[src/rtl/dmarr_pkg.sv]
// Package: shared control word layout and types for the request router channel.
// Assumes a fixed 32-bit control word whose field positions are software visible.
package dmarr_pkg;
    localparam int CTRL_W    = 32;
    localparam int RSEL_W    = 8;
    localparam int CNT_W     = 5;
    localparam int SSEL_W    = 5;
    localparam logic [31:0] CTRL_MASK = 32'h1FFF_03FF;

    typedef enum logic [1:0] {
        EDGE_NONE = 2'd0,
        EDGE_RISE = 2'd1,
        EDGE_FALL = 2'd2,
        EDGE_BOTH = 2'd3
    } edge_mode_e;

    typedef struct packed {
        logic [SSEL_W-1:0] sync_sel;
        logic [CNT_W-1:0]  count;
        edge_mode_e        edge_mode;
        logic              sync_en;
        logic              evt_en;
        logic              ovr_ie;
        logic [RSEL_W-1:0] req_sel;
    } cfg_t;
endpackage

[src/rtl/dmarr_sel.sv]
// Module: code-indexed one-bit selector. Code BASE+i picks vec[i]; any other code gives 0.
// Assumes BASE+N fits in the code width.
module dmarr_sel #(
    parameter int N      = 16,
    parameter int CODE_W = 5,
    parameter int BASE   = 0
) (
    input  logic [N-1:0]      vec,
    input  logic [CODE_W-1:0] code,
    output logic              out
);
    // Purpose: scan all legal codes and pick the matching line.
    always_comb begin
        out = 1'b0;
        for (int i = 0; i < N; i++) begin
            if (code == CODE_W'(i + BASE)) out = vec[i];
        end
    end
endmodule

[src/rtl/dmarr_cfg.sv]
// Module: control and status write decode. Holds the control word, applies the count
// write lock, flags select changes and decodes the overrun clear.
// Assumes writes are single-cycle strobes; address 0 is control, address 1 is status.
module dmarr_cfg
    import dmarr_pkg::*;
(
    input  logic        clk,
    input  logic        rst_n,
    input  logic        wr_en,
    input  logic        wr_addr,
    input  logic [31:0] wr_data,
    output cfg_t        cfg,
    output logic        sel_change,
    output logic        ovr_clr
);
    logic ctrl_wr;

    assign ctrl_wr    = wr_en && !wr_addr;
    assign ovr_clr    = wr_en && wr_addr && wr_data[0];
    assign sel_change = ctrl_wr &&
                        ((wr_data[7:0] != cfg.req_sel) || (wr_data[28:24] != cfg.sync_sel));

    // Purpose: update the control fields; the count moves only while the channel is idle.
    always_ff @(posedge clk) begin
        if (!rst_n) begin
            cfg <= '0;
        end else if (ctrl_wr) begin
            cfg.req_sel   <= wr_data[7:0];
            cfg.ovr_ie    <= wr_data[8];
            cfg.evt_en    <= wr_data[9];
            cfg.sync_en   <= wr_data[16];
            cfg.edge_mode <= edge_mode_e'(wr_data[18:17]);
            cfg.sync_sel  <= wr_data[28:24];
            if (!cfg.sync_en && !cfg.evt_en) cfg.count <= wr_data[23:19];
        end
    end
endmodule

[src/rtl/dmarr_gate.sv]
// Module: forwarding gate. Detects request and trigger edges, counts forwarded
// requests per batch, opens and closes the gate, pulses the batch event and
// keeps the sticky overrun flag.
// Assumes routed inputs are already synchronous to clk.
module dmarr_gate
    import dmarr_pkg::*;
(
    input  logic             clk,
    input  logic             rst_n,
    input  logic             req_mux,
    input  logic             sync_mux,
    input  logic             sync_en,
    input  logic             evt_en,
    input  edge_mode_e       edge_mode,
    input  logic [CNT_W-1:0] count,
    input  logic             restart,
    input  logic             ovr_clr,
    output logic             req_out,
    output logic             evt_out,
    output logic             ovr_flag
);
    logic             req_q, sync_q, hold, active;
    logic [CNT_W-1:0] cnt;
    logic             rise, hit, open_gate, fwd, done;

    // Purpose: classify the routed trigger against its registered copy.
    always_comb begin
        unique case (edge_mode)
            EDGE_RISE: hit = sync_mux && !sync_q;
            EDGE_FALL: hit = !sync_mux && sync_q;
            EDGE_BOTH: hit = sync_mux ^ sync_q;
            default:   hit = 1'b0;
        endcase
    end

    assign rise      = req_mux && !req_q;
    assign open_gate = !sync_en || active;
    assign fwd       = rise && open_gate;
    assign done      = fwd && (cnt == count);
    assign req_out   = req_mux && (hold || fwd);

    // Purpose: register input copies and hold a forwarded request until it falls.
    always_ff @(posedge clk) begin
        if (!rst_n) begin
            req_q  <= 1'b0;
            sync_q <= 1'b0;
            hold   <= 1'b0;
        end else begin
            req_q  <= req_mux;
            sync_q <= sync_mux;
            hold   <= req_mux && (hold || fwd);
        end
    end

    // Purpose: count forwarded requests within a batch.
    always_ff @(posedge clk) begin
        if (!rst_n)       cnt <= '0;
        else if (restart) cnt <= '0;
        else if (fwd)     cnt <= done ? '0 : cnt + 1'b1;
    end

    // Purpose: open the gate on a trigger edge and close it when a batch completes.
    always_ff @(posedge clk) begin
        if (!rst_n)       active <= 1'b0;
        else if (!sync_en) active <= 1'b0;
        else if (hit)     active <= 1'b1;
        else if (done)    active <= 1'b0;
    end

    // Purpose: one-cycle batch event and sticky overrun flag.
    always_ff @(posedge clk) begin
        if (!rst_n) begin
            evt_out  <= 1'b0;
            ovr_flag <= 1'b0;
        end else begin
            evt_out <= evt_en && done;
            if (sync_en && hit && active && !done) ovr_flag <= 1'b1;
            else if (ovr_clr)                      ovr_flag <= 1'b0;
        end
    end
endmodule

[src/rtl/dma_req_router.sv]
// Module: top of one request router channel. Routes a chosen peripheral request
// through a trigger-gated, batch-counting forwarding gate.
// Assumes N_REQ fits the 8-bit request code and N_SYNC fits the 5-bit trigger code.
module dma_req_router
    import dmarr_pkg::*;
#(
    parameter int N_REQ  = 17,
    parameter int N_SYNC = 16
) (
    input  logic              clk,
    input  logic              rst_n,
    input  logic [N_REQ-1:0]  req_in,
    input  logic [N_SYNC-1:0] sync_in,
    input  logic              wr_en,
    input  logic              wr_addr,
    input  logic [31:0]       wr_data,
    input  logic              rd_addr,
    output logic [31:0]       rd_data,
    output logic              req_out,
    output logic              evt_out,
    output logic              irq
);
    cfg_t cfg;
    logic sel_change, ovr_clr, req_mux, sync_mux, ovr_flag;

    dmarr_cfg u_cfg (
        .clk(clk), .rst_n(rst_n), .wr_en(wr_en), .wr_addr(wr_addr), .wr_data(wr_data),
        .cfg(cfg), .sel_change(sel_change), .ovr_clr(ovr_clr)
    );

    dmarr_sel #(.N(N_REQ), .CODE_W(RSEL_W), .BASE(1)) u_req_sel (
        .vec(req_in), .code(cfg.req_sel), .out(req_mux)
    );

    dmarr_sel #(.N(N_SYNC), .CODE_W(SSEL_W), .BASE(0)) u_sync_sel (
        .vec(sync_in), .code(cfg.sync_sel), .out(sync_mux)
    );

    dmarr_gate u_gate (
        .clk(clk), .rst_n(rst_n), .req_mux(req_mux), .sync_mux(sync_mux),
        .sync_en(cfg.sync_en), .evt_en(cfg.evt_en), .edge_mode(cfg.edge_mode),
        .count(cfg.count), .restart(sel_change), .ovr_clr(ovr_clr),
        .req_out(req_out), .evt_out(evt_out), .ovr_flag(ovr_flag)
    );

    assign irq = ovr_flag && cfg.ovr_ie;

    // Purpose: read mux for the control image and the status word.
    always_comb begin
        if (rd_addr) rd_data = {31'b0, ovr_flag};
        else         rd_data = {3'b0, cfg.sync_sel, cfg.count, cfg.edge_mode, cfg.sync_en,
                                6'b0, cfg.evt_en, cfg.ovr_ie, cfg.req_sel};
    end
endmodule

[config.mk]
export PLATFORM = sky130hd
export DESIGN_NAME = dma_req_router
export DESIGN_NICKNAME = d
export VERILOG_FILES = /design/src/rtl/dmarr_pkg.sv /design/src/rtl/dmarr_sel.sv /design/src/rtl/dmarr_cfg.sv /design/src/rtl/dmarr_gate.sv /design/src/rtl/dma_req_router.sv
export SDC_FILE = /design/constraint.sdc
export NUM_CORES = 1
export LEC_CHECK = 0
export CELL_PAD_IN_SITES_DETAIL_PLACEMENT = 2
export CELL_PAD_IN_SITES_GLOBAL_PLACEMENT = 2
export CORE_UTILIZATION = 24
export CTS_CLUSTER_DIAMETER = 40
export DETAILED_ROUTE_END_ITERATION = 12
export GPL_TIMING_DRIVEN = 0
export PLACE_DENSITY_LB_ADDON = 0.1
export RECOVER_POWER = 50
export SKIP_LAST_GASP = 1
export SYNTH_ARGS = -nofsm -noshare
export SYNTH_HDL_FRONTEND = slang
export SYNTH_SLANG_ARGS = --single-unit
[constraint.sdc]
create_clock -name clk -period 9.4 [get_ports clk]
set_clock_uncertainty 0.15 [all_clocks]
set_input_delay 2.82 -clock clk [delete_from_list [all_inputs] [get_ports clk]]
set_output_delay 2.82 -clock clk [all_outputs]
set_load 0.02 [all_outputs]
==> results_dict.tcl <==
set metrics [dict create \
    status "complete, no violations" \
    grt_pass1_wl_um 12300 \
    setup_viol 0 \
    worstSetupStartpoint "req_in[11]" \
    wire_per_inst_um 14.5 \
    top_level_ports 105 \
    tritoncts "built" \
    gr-total-overflow 0 \
    synth-async-reset-ratio_pct 0 \
    grt_max_degree 11 \
    initialDrtViolationCount 32 \
    drcViolationCount 0 \
    die_y_um 99.5 \
    tightest_slew_ps 999 \
    hpwl_um 6040 \
    synth_top_cell_area_share_pct 29.9 \
    synthTopCellsByCount "47 x nand2_1, 34 x dfxtp_1, 30 x nor2b_1, 18 x a21boi_0, 15 x clkbuf_1" \
    numClockSinks 34 \
    fin_ws_ps 724 \
    antennaDiodeCount 0 \
    areaGrowthSynthToFinish_pct 49.1 \
    p_per_area_nw_per_um2 108 \
    max_slew_margin_pct 32.9 \
    synth_xor_area_share_pct 6.92 \
    antenna_left 0 \
    synth_compound_area_share_pct 18.7 \
    rows 35 \
    pre_cts_ws_ps 1120 \
    synthSimpleGateAreaFrac_pct 28.2 \
    antenna_found_initial 0 \
    clk_path_buf_depth 2 \
    synth_edf_count 0 \
    final_cells 521 \
    syn_area_per_cell_sq_um 7.78 \
    initial_utilization_pct 24.7 \
    synthAdderAreaFrac_pct 1.65 \
    clock_latency_ps 290 \
    slew_viol_final 0 \
    clk_pin_slew_ps 70 \
    cts-hold-fix-buffers 0 \
    cp_max_fo 3 \
    fill_cells 1079 \
    netlist_instances 293 \
    finalWirelength_um 7560 \
    worstHoldStart "u_gate.hold" \
    yosysTopAreaCell "dfxtp_1" \
    synth_mux_area_share_pct 6.42 \
    place_inst 515 \
    r2r_slack_ps 6060 \
    yosys_register_bits 34 \
    critPathKind "input pin to output pin" \
    first_pass_iters 4 \
    grtUsageTotal_pct 15.9 \
    synth_top_family_by_area "simple AND/OR/NAND/NOR gates" \
    place_congestion 0.765 \
    htree_levels 2 \
    via_per_inst 4.54 \
    drive_above_1_share_pct 5.87 \
    peakVddDrop_mv 0.0383 \
    cts_resized 0 \
    grt_setup_unrepaired "false" \
    synthesis.area_sq_um 2280 \
    core_area_sq_um 9240 \
    p_leak_uw 0.00126 \
    die_area_sq_um 9890 \
    min_period_ps 8680 \
    nets 466 \
    post_synth_main_area_contributors "dfxtp_1 30%, nor2b_1 8.2%, nand2_1 7.7%, a21boi_0 5.9%, mux2i_1 4.0%" \
    arrival_ps 5710 \
    ys_warn_count 0 \
    yosysMostFrequentCell "nand2_1" \
    ys_seq_area_share_pct 29.9 \
    fin_setup_tns_ps 0 \
    postCtsSetupRepairBufs 0 \
    hold_path_class "flop to flop" \
    root_buffer "clkbuf_8" \
    critPathCaptureType "output pin" \
    vias 2366 \
    worstReg2RegStart "u_cfg.cfg[0]" \
    grt_pass1_vias 2450 \
    drv_cap 0 \
    fmax_mhz 115 \
    ys_types 50 \
    period_share_pct 92.3 \
    start_kind "input pin" \
    cts_made_buffers 5 \
    worstPathRequired_ps 6430 \
    die_x_um 99.5 \
    hold_viol_final 0 \
    io_buffer_count 85 \
    ys.flop_type "dfxtp_1" \
]
==> report_power, final <==
group,switching [uW],internal (uW),total (uW)
logic,47.9,52.2,100
clock network,54.4,56.6,111
registers,5.21,150,155
==> stage by stage <==
| step | utilization, % | instance area (sq um) | hold slack (ps) | total power [uW] |
|---|---|---|---|---|
| 2_1_floorplan | - | 2310 | 292 | 212 |
| 3_3_place_gp | 36.0 | 3320 | 302 | 259 |
| 3_5_place_dp | 36.0 | 3320 | 323 | 261 |
| 4_1_cts | 36.8 | 3400 | 340 | 371 |
| 5_1_grt | 36.8 | 3400 | 386 | 387 |
| 6_report | 36.8 | 3400 | 330 | 366 |
==> final timing paths <==
kind                                       to  depth (start not counted)
worst max-delay path                  req_out                          9
worst min-delay path              u_gate.hold                          2
worst max register to register  u_gate.cnt[4]                          7
worst min register to register    u_gate.hold                          2
==> state kept, by name, indices dropped and copies added (netlist names) <==
register         cells
u_gate.sync_q        1
u_gate.evt_out       1
u_cfg.cfg           23
u_gate.active        1
u_gate.hold          1
u_gate.cnt           5
u_gate.ovr_flag      1
u_gate.req_q         1
==> metal layers <==
layer / GRT usage, % / vias up / share of wire [%]
met5: 0 / - / 0
li1: - / 1175 / -
met3: 2.67 / 4 / 2.8
met2: 26.4 / 48 / 48
met4: 3.73 / 0 / 0.62
met1: 21.5 / 1139 / 49
==> cell families after synthesis <==
logic type,Yosys count
other,1
xor gates and xnor gates,18
muxes,12
and+or+nand+nor,124
adders and majority gates,3
AOI/OAI and AO/OA,61
DFF,34
buffers and inverters,40
==> cell usage in the layout (no fill, tap or decap), types with 2 or more instances in the layout <==
master	synthesis	final
o21ai_0	12	12
nor3_1	5	5
nand2b_1	5	5
clkbuf_1	15	16
mux2i_1	9	9
a31oi_1	3	3
a21oi_1	11	11
mux4_2	2	2
nand3_1	6	6
clkbuf_8	0	6
nor4b_1	2	2
a21boi_0	18	18
xor2_1	8	8
buf_4	9	9
o211ai_1	2	2
a211oi_1	4	4
nor4_1	2	2
clkdlybuf4s50_1	0	81
conb_1	1	9
inv_1	13	13
or4_1	2	2
xnor2_1	10	10
nand4_1	2	2
dfxtp_1	34	34
nor2b_1	30	30
or3_1	2	2
ha_1	3	3
nor2_1	11	11
dlygate4sd3_1	0	4
nand2_1	47	47
==> area by class of cell <==
| cell class | instances | area, sq um | area share, % |
|---|---|---|---|
| flip-flops and latches | 34 | 681 | 20.0 |
| well taps | 129 | 161 | 4.75 |
| multi-input cells | 227 | 1440 | 42.3 |
| repair buffers | 85 | 851 | 25.0 |
| inverters | 13 | 48.8 | 1.44 |
| clock buffers | 6 | 82.6 | 2.43 |
| plain buffers | 27 | 136 | 4.01 |
==> worst max-delay path: stages <==
cell	delay, ps
dlygate4sd3_1	550
inv_1	60
and4_1	190
or3_1	290
a2111oi_0	760
or3_2	280
nand2_1	60
nor2_1	90
clkdlybuf4s50_1	600
No activity file was read; power rests on OpenSTA's default activity.
